**src/rtl/sdram_refresh_pkg.sv**
```systemverilog
package sdram_refresh_pkg;
  // Default timing for a 100 MHz clock: 64 ms / 4096 rows = 15.625 us
  localparam int unsigned DEF_TICK_PERIOD   = 1562;
  localparam int unsigned DEF_RECOVERY_CLKS = 7;
  localparam int unsigned DEF_MAX_OWED      = 8;
  localparam int unsigned DEF_URGENT_LEVEL  = 6;

  // Backlog update selected by the two events of a cycle
  typedef enum logic [1:0] {
    BK_HOLD = 2'b00,
    BK_ADD  = 2'b01,
    BK_TAKE = 2'b10,
    BK_BOTH = 2'b11
  } backlog_op_e;
endpackage

```
**src/rtl/rfs_interval_timer.sv**
```systemverilog
module rfs_interval_timer #(
  parameter int unsigned TICK_PERIOD = 1562
) (
  input  logic clk,
  input  logic rst,
  output logic tick_o
);
  localparam int unsigned CW   = (TICK_PERIOD > 1) ? $clog2(TICK_PERIOD) : 1;
  localparam logic [CW-1:0] LAST = CW'(TICK_PERIOD - 1);

  logic [CW-1:0] cnt_q;

  assign tick_o = (cnt_q == LAST);

  always_ff @(posedge clk) begin
    if (rst)          cnt_q <= '0;
    else if (tick_o)  cnt_q <= '0;
    else              cnt_q <= cnt_q + 1'b1;
  end

  AST_TICK_RELOAD: assert property (@(posedge clk) disable iff (rst)
    tick_o |=> (cnt_q == '0));

  AST_COUNT_BOUND: assert property (@(posedge clk) disable iff (rst)
    cnt_q <= LAST);
endmodule

```
**src/rtl/rfs_backlog.sv**
```systemverilog
module rfs_backlog
  import sdram_refresh_pkg::*;
#(
  parameter int unsigned MAX_OWED     = 8,
  parameter int unsigned URGENT_LEVEL = 6
) (
  input  logic clk,
  input  logic rst,
  input  logic add_i,
  input  logic take_i,
  output logic pending_o,
  output logic urgent_o
);
  localparam int unsigned OW = $clog2(MAX_OWED + 1);
  localparam logic [OW-1:0] FULL = OW'(MAX_OWED);
  localparam logic [OW-1:0] URG  = OW'(URGENT_LEVEL);

  logic [OW-1:0] owed_q, owed_d;
  backlog_op_e   op;

  assign op = backlog_op_e'({take_i, add_i});

  always_comb begin
    owed_d = owed_q;
    unique case (op)
      BK_ADD:  if (owed_q != FULL) owed_d = owed_q + 1'b1;
      BK_TAKE: if (owed_q != '0)   owed_d = owed_q - 1'b1;
      default: owed_d = owed_q;
    endcase
  end

  always_ff @(posedge clk) begin
    if (rst) begin
      owed_q    <= '0;
      pending_o <= 1'b0;
      urgent_o  <= 1'b0;
    end else begin
      owed_q    <= owed_d;
      pending_o <= (owed_d != '0);
      urgent_o  <= (owed_d >= URG);
    end
  end

  AST_OWED_LIMIT: assert property (@(posedge clk) disable iff (rst)
    owed_q <= FULL);

  AST_BOTH_HOLD: assert property (@(posedge clk) disable iff (rst)
    (add_i && take_i) |=> $stable(owed_q));

  AST_URGENT_LEVEL: assert property (@(posedge clk) disable iff (rst)
    urgent_o |-> (owed_q >= URG));

  AST_TAKE_NEEDS_OWED: assert property (@(posedge clk) disable iff (rst)
    take_i |-> pending_o);
endmodule

```
**src/rtl/rfs_recovery_timer.sv**
```systemverilog
module rfs_recovery_timer #(
  parameter int unsigned RECOVERY_CLKS = 7
) (
  input  logic clk,
  input  logic rst,
  input  logic start_i,
  output logic busy_o
);
  localparam int unsigned BW = $clog2(RECOVERY_CLKS + 1);
  localparam logic [BW-1:0] LOAD = BW'(RECOVERY_CLKS);

  logic [BW-1:0] left_q, left_d;

  always_comb begin
    if (start_i)            left_d = LOAD;
    else if (left_q != '0)  left_d = left_q - 1'b1;
    else                    left_d = '0;
  end

  always_ff @(posedge clk) begin
    if (rst) begin
      left_q <= '0;
      busy_o <= 1'b0;
    end else begin
      left_q <= left_d;
      busy_o <= (left_d != '0);
    end
  end

  AST_NO_RESTART: assert property (@(posedge clk) disable iff (rst)
    busy_o |-> !start_i);

  AST_BUSY_DECAY: assert property (@(posedge clk) disable iff (rst)
    (busy_o && !start_i && left_q > 1) |=> busy_o);
endmodule

```
**src/rtl/sdram_refresh_sched.sv**
```systemverilog
module sdram_refresh_sched
  import sdram_refresh_pkg::*;
#(
  parameter int unsigned TICK_PERIOD   = DEF_TICK_PERIOD,
  parameter int unsigned RECOVERY_CLKS = DEF_RECOVERY_CLKS,
  parameter int unsigned MAX_OWED      = DEF_MAX_OWED,
  parameter int unsigned URGENT_LEVEL  = DEF_URGENT_LEVEL
) (
  input  logic clk,
  input  logic rst,
  input  logic grant_i,
  input  logic banks_idle_i,
  output logic refresh_req_o,
  output logic busy_o,
  output logic urgent_o
);
  logic tick;
  logic pending;
  logic accept;

  rfs_interval_timer #(.TICK_PERIOD(TICK_PERIOD)) i_timer (
    .clk    (clk),
    .rst    (rst),
    .tick_o (tick)
  );

  rfs_backlog #(.MAX_OWED(MAX_OWED), .URGENT_LEVEL(URGENT_LEVEL)) i_backlog (
    .clk       (clk),
    .rst       (rst),
    .add_i     (tick),
    .take_i    (accept),
    .pending_o (pending),
    .urgent_o  (urgent_o)
  );

  rfs_recovery_timer #(.RECOVERY_CLKS(RECOVERY_CLKS)) i_recovery (
    .clk     (clk),
    .rst     (rst),
    .start_i (accept),
    .busy_o  (busy_o)
  );

  assign refresh_req_o = pending & ~busy_o;
  assign accept        = grant_i & banks_idle_i & refresh_req_o;

  AST_QUIET_WHILE_BUSY: assert property (@(posedge clk) disable iff (rst)
    busy_o |-> !refresh_req_o);

  AST_START_NEEDS_IDLE: assert property (@(posedge clk) disable iff (rst)
    $rose(busy_o) |-> $past(grant_i && banks_idle_i));

  AST_URGENT_HAS_WORK: assert property (@(posedge clk) disable iff (rst)
    urgent_o |-> (pending || busy_o));
endmodule

```
**config.mk**
```make
export PLATFORM = sky130hd
export DESIGN_NAME = sdram_refresh_sched
export DESIGN_NICKNAME = d
export VERILOG_FILES = /design/src/rtl/sdram_refresh_pkg.sv /design/src/rtl/rfs_interval_timer.sv /design/src/rtl/rfs_backlog.sv /design/src/rtl/rfs_recovery_timer.sv /design/src/rtl/sdram_refresh_sched.sv
export SDC_FILE = /design/constraint.sdc
export NUM_CORES = 1
export LEC_CHECK = 0
export BUFFER_PORTS_ARGS = -buffer_cell sky130_fd_sc_hd__buf_2
export CORE_ASPECT_RATIO = 1.5
export CORE_MARGIN = 5
export CORE_UTILIZATION = 45
export DETAILED_ROUTE_END_ITERATION = 6
export PLACE_DENSITY_LB_ADDON = 0.05
export SLEW_MARGIN = 10
export SYNTH_ARGS = -nofsm -noshare
export SYNTH_HDL_FRONTEND = slang
export SYNTH_SLANG_ARGS = --single-unit
```
**constraint.sdc**
```tcl
create_clock -name clk -period 2.2 [get_ports clk]
set_input_delay 0.44 -clock clk [delete_from_list [all_inputs] [get_ports clk]]
set_output_delay 0.44 -clock clk [all_outputs]
set_load 0.1 [all_outputs]
```
==> results.md <==
- Avg Cell Area, Syn: 8.50 sq um
- Detailed-placement wirelength estimate: 1600 um
- Number of routed nets with antenna violations: 0
- Worst slew pin tran: approximately 0.49 ns
- Number of enable-type register cells in the synthesized netlist: 0
- Commonest non-fill, non-tap cell in the layout: sky130_fd_sc_hd__dfxtp_1
- Sequential-to-total area share from yosys stat: 0.386
- Pre-antenna DRT Iters: 4
- Data required time at the worst endpoint: 2.41 ns
- Run status: finished, final reports clean
- Setup_tns: 0 ns
- DRC violation count after routing: 0
- Initial cell density of the core: 0.476
- Die X: 50.2 um
- Setup repair after global routing missed its margin: yes
- FFs w/ async S/R, synth: 0
- Number of diodes added for antenna fixing: 0
- Final-report max-slew violation count: 0
- Distinct cells, synth: 38
- DRT iter0 DRCs: 19
- Die Outline Area: 3520 sq um
- Number of vias after detailed routing: 875
- Max-slew headroom at the worst pin: 0.679
- Total Routing Usage GR: 0.132
- Cell with the largest stage delay on the worst path: sky130_fd_sc_hd__or4_4
- Top FF cell, synth: sky130_fd_sc_hd__dfxtp_1
- Critical path class: flop to flop
- Max H-tree Level: 1
- Top library cells by usage in the layout, fill and taps aside: sky130_fd_sc_hd__dfxtp_1 (19), sky130_fd_sc_hd__nor2_1 (18), sky130_fd_sc_hd__inv_1 (9), sky130_fd_sc_hd__buf_4 (7)
- Area added between synthesis and finish: 23.8%
- Post-Syn Nets: 140
- Power per cell area: 445 nW/um^2
- Category of the worst setup path launch point: flop
- Pin count of the biggest net entering global routing: 13
- Port-buffer cells: 6
- Yosys warnings: 0
- Sinks on the clock net: 21
- Clock root cell: sky130_fd_sc_hd__clkbuf_4
- Endpoint class of the critical path: flop
- Class of the tightest hold or removal check: primary input to flop
- Buf/Inv on CP: 1
- RD Place Congestion: 0.805
- Worst vdd rail ir drop: 433 uV
- Final number of setup-violating endpoints: 0
- Drt via density: 5.27
- CTS tree: yes
- Critical Path, Cell by Cell: or4_4, nor3_4, buf_6, ha_4, nor3_2, o21ai_0, o2111a_1, a211o_1
- Total grt overflow: 0
- Total leakage power: 0.555 nW
- Critical Path Max Stage Delay: 0.53 ns
- Maximum achievable frequency: 455 MHz
- Share of the core filled with cells: 0.589
- Arrival time at the worst endpoint: 2.41 ns
- Core region area: approximately 2300 sq um
- Worst Setup Slack, final: roughly 0.0019 ns
- Syn Std Cell Area: ~1100 sq um
- Fraction of layout cells with a size suffix above 1: 0.308
- Clock slew at the register clock pins of the worst setup and hold paths: 0.12 ns
- Synthesis-stage register bit count: 21
- Max Cap Violations: 0
- Setup slack at placement: 0.000466 ns
- Maximum root-to-sink buffer count: 2
- Final hold viol count: 0
- Height of the chip: 70.2 um
- Num rows: 21
- Number of instances in the synthesized netlist: 128
- Clock latency reported for the late side of the worst-skew pair: 0.30 ns
- Inserted Clock Buffers: 3
- Number of global-route vias before repair: between 800 and 900
- Net total in the final layout: 156
- Aggregate routed wire length: 2170 um
- Filler cell count: about 210
- First-pass GRT wire length: around 3600 um
- Largest fanout on the critical path: 8
- Delay-heaviest family, CP: simple AND/OR/NAND/NOR gates
- Largest clock skew in the final design: between 0.002 and 0.0025 ns
- Mean routed wirelength per cell: 13.1 um
- Minimum clock period after layout: 2.20 ns
- Initial antenna violation count: 0
- I/O Pins: 7
- Period utilization: 0.999
[path summary, 6_finish.rpt]
path                              from                   end  slack (ns)  cells past startpoint
setup reg to reg      i_timer.cnt_q[6]   i_backlog.pending_o       0.002                      8
hold reg to reg   i_recovery.left_q[0]  i_recovery.left_q[1]        0.51                      2
hold / removal                     rst     i_recovery.busy_o        0.43                      2
setup / recovery      i_timer.cnt_q[6]   i_backlog.pending_o       0.002                      8
[area by class of cell]
class | count | area, sq um | area share
Sequential cell | 21 | 425 | 0.316
Tap cell | 23 | 28.8 | 0.0214
Inverter | 11 | 41.3 | 0.0306
Timing Repair Buffer | 14 | 93.8 | 0.0696
Clock inverter | 1 | 5.00 | 0.00371
Clock buffer | 3 | 22.5 | 0.0167
Multi-Input combinational cell | 93 | 731 | 0.542
[per-stage QoR]
step	instances	hold WS, ns	power (mW)	instance area, sq um
final	166	0.425	0.599	1350
after global routing	166	0.422	0.635	1350
after CTS	164	0.413	0.612	1260
after detailed placement	160	0.494	0.421	1220
after global placement	160	0.475	0.420	1220
after floorplan	128	0.434	0.412	1140
[sequential cells by signal (all words and copies together), names as in the netlist]
register	flops
i_backlog.urgent_o	1
i_recovery.left_q	3
i_backlog.pending_o	1
i_backlog.owed_q	4
i_timer.cnt_q	11
i_recovery.busy_o	1
[timing repair]
action / in CTS / in global routing
buffers inserted: 0 / 2
setup endpoints to repair: 2 / 2
hold buffers: 0 / 0
gates resized for setup: 3 / 16
endpoints found under the hold margin: 0 / 0
gates cloned: 0 / 0
pin swaps: 0 / 6
[synth_stat cells, types with 2 or more instances]
| library cell | instances | area share |
|---|---|---|
| sky130_fd_sc_hd__a21o_1 | 2 | 0.014 |
| sky130_fd_sc_hd__xnor2_1 | 3 | 0.024 |
| sky130_fd_sc_hd__ha_1 | 8 | 0.092 |
| sky130_fd_sc_hd__dfxtp_1 | 21 | 0.39 |
| sky130_fd_sc_hd__mux2i_1 | 2 | 0.018 |
| sky130_fd_sc_hd__nor3_1 | 4 | 0.018 |
| sky130_fd_sc_hd__xor2_1 | 6 | 0.048 |
| sky130_fd_sc_hd__nand2b_1 | 3 | 0.017 |
| sky130_fd_sc_hd__o21ai_0 | 4 | 0.018 |
| sky130_fd_sc_hd__inv_1 | 10 | 0.034 |
| sky130_fd_sc_hd__nor2_1 | 19 | 0.066 |
| sky130_fd_sc_hd__nor2b_1 | 3 | 0.017 |
| sky130_fd_sc_hd__nand2_1 | 7 | 0.024 |
| sky130_fd_sc_hd__a21oi_1 | 7 | 0.032 |
| sky130_fd_sc_hd__nand3_1 | 6 | 0.028 |
[worst register-to-register path, cell delays in order, from the launching register on]
cell,delay [ns]
sky130_fd_sc_hd__dfxtp_2,0.34
sky130_fd_sc_hd__or4_4,0.54
sky130_fd_sc_hd__nor3_4,0.21
sky130_fd_sc_hd__buf_6,0.13
sky130_fd_sc_hd__ha_4,0.22
sky130_fd_sc_hd__nor3_2,0.12
sky130_fd_sc_hd__o21ai_0,0.10
sky130_fd_sc_hd__o2111a_1,0.18
sky130_fd_sc_hd__a211o_1,0.27
[kinds of logic (layout without fill, tap and decap cells)]
kind of cell,Yosys count,in the layout,synth area share
DFF,21,21,0.386
adders and majority gates,8,8,0.0920
buffers and inverters,14,29,0.0563
and+or+nand+nor,52,52,0.241
muxes,2,2,0.0184
AOI/OAI and AO/OA,22,22,0.133
xor gates and xnor gates,9,9,0.0724
[layer usage]
metal | share of wire | track usage
met1 | 0.40 | 0.130
met2 | 0.56 | 0.229
met5 | 0 | 0
met4 | 0.024 | 0.0962
met3 | 0.012 | 0.0298
[power by group]
group          switching, mW  total (mW)  internal, mW
clock network          0.118       0.186        0.0678
logic                 0.0154      0.0267        0.0114
registers            0.00315       0.387         0.384
Note: power is estimated with default switching activity, not from simulation.
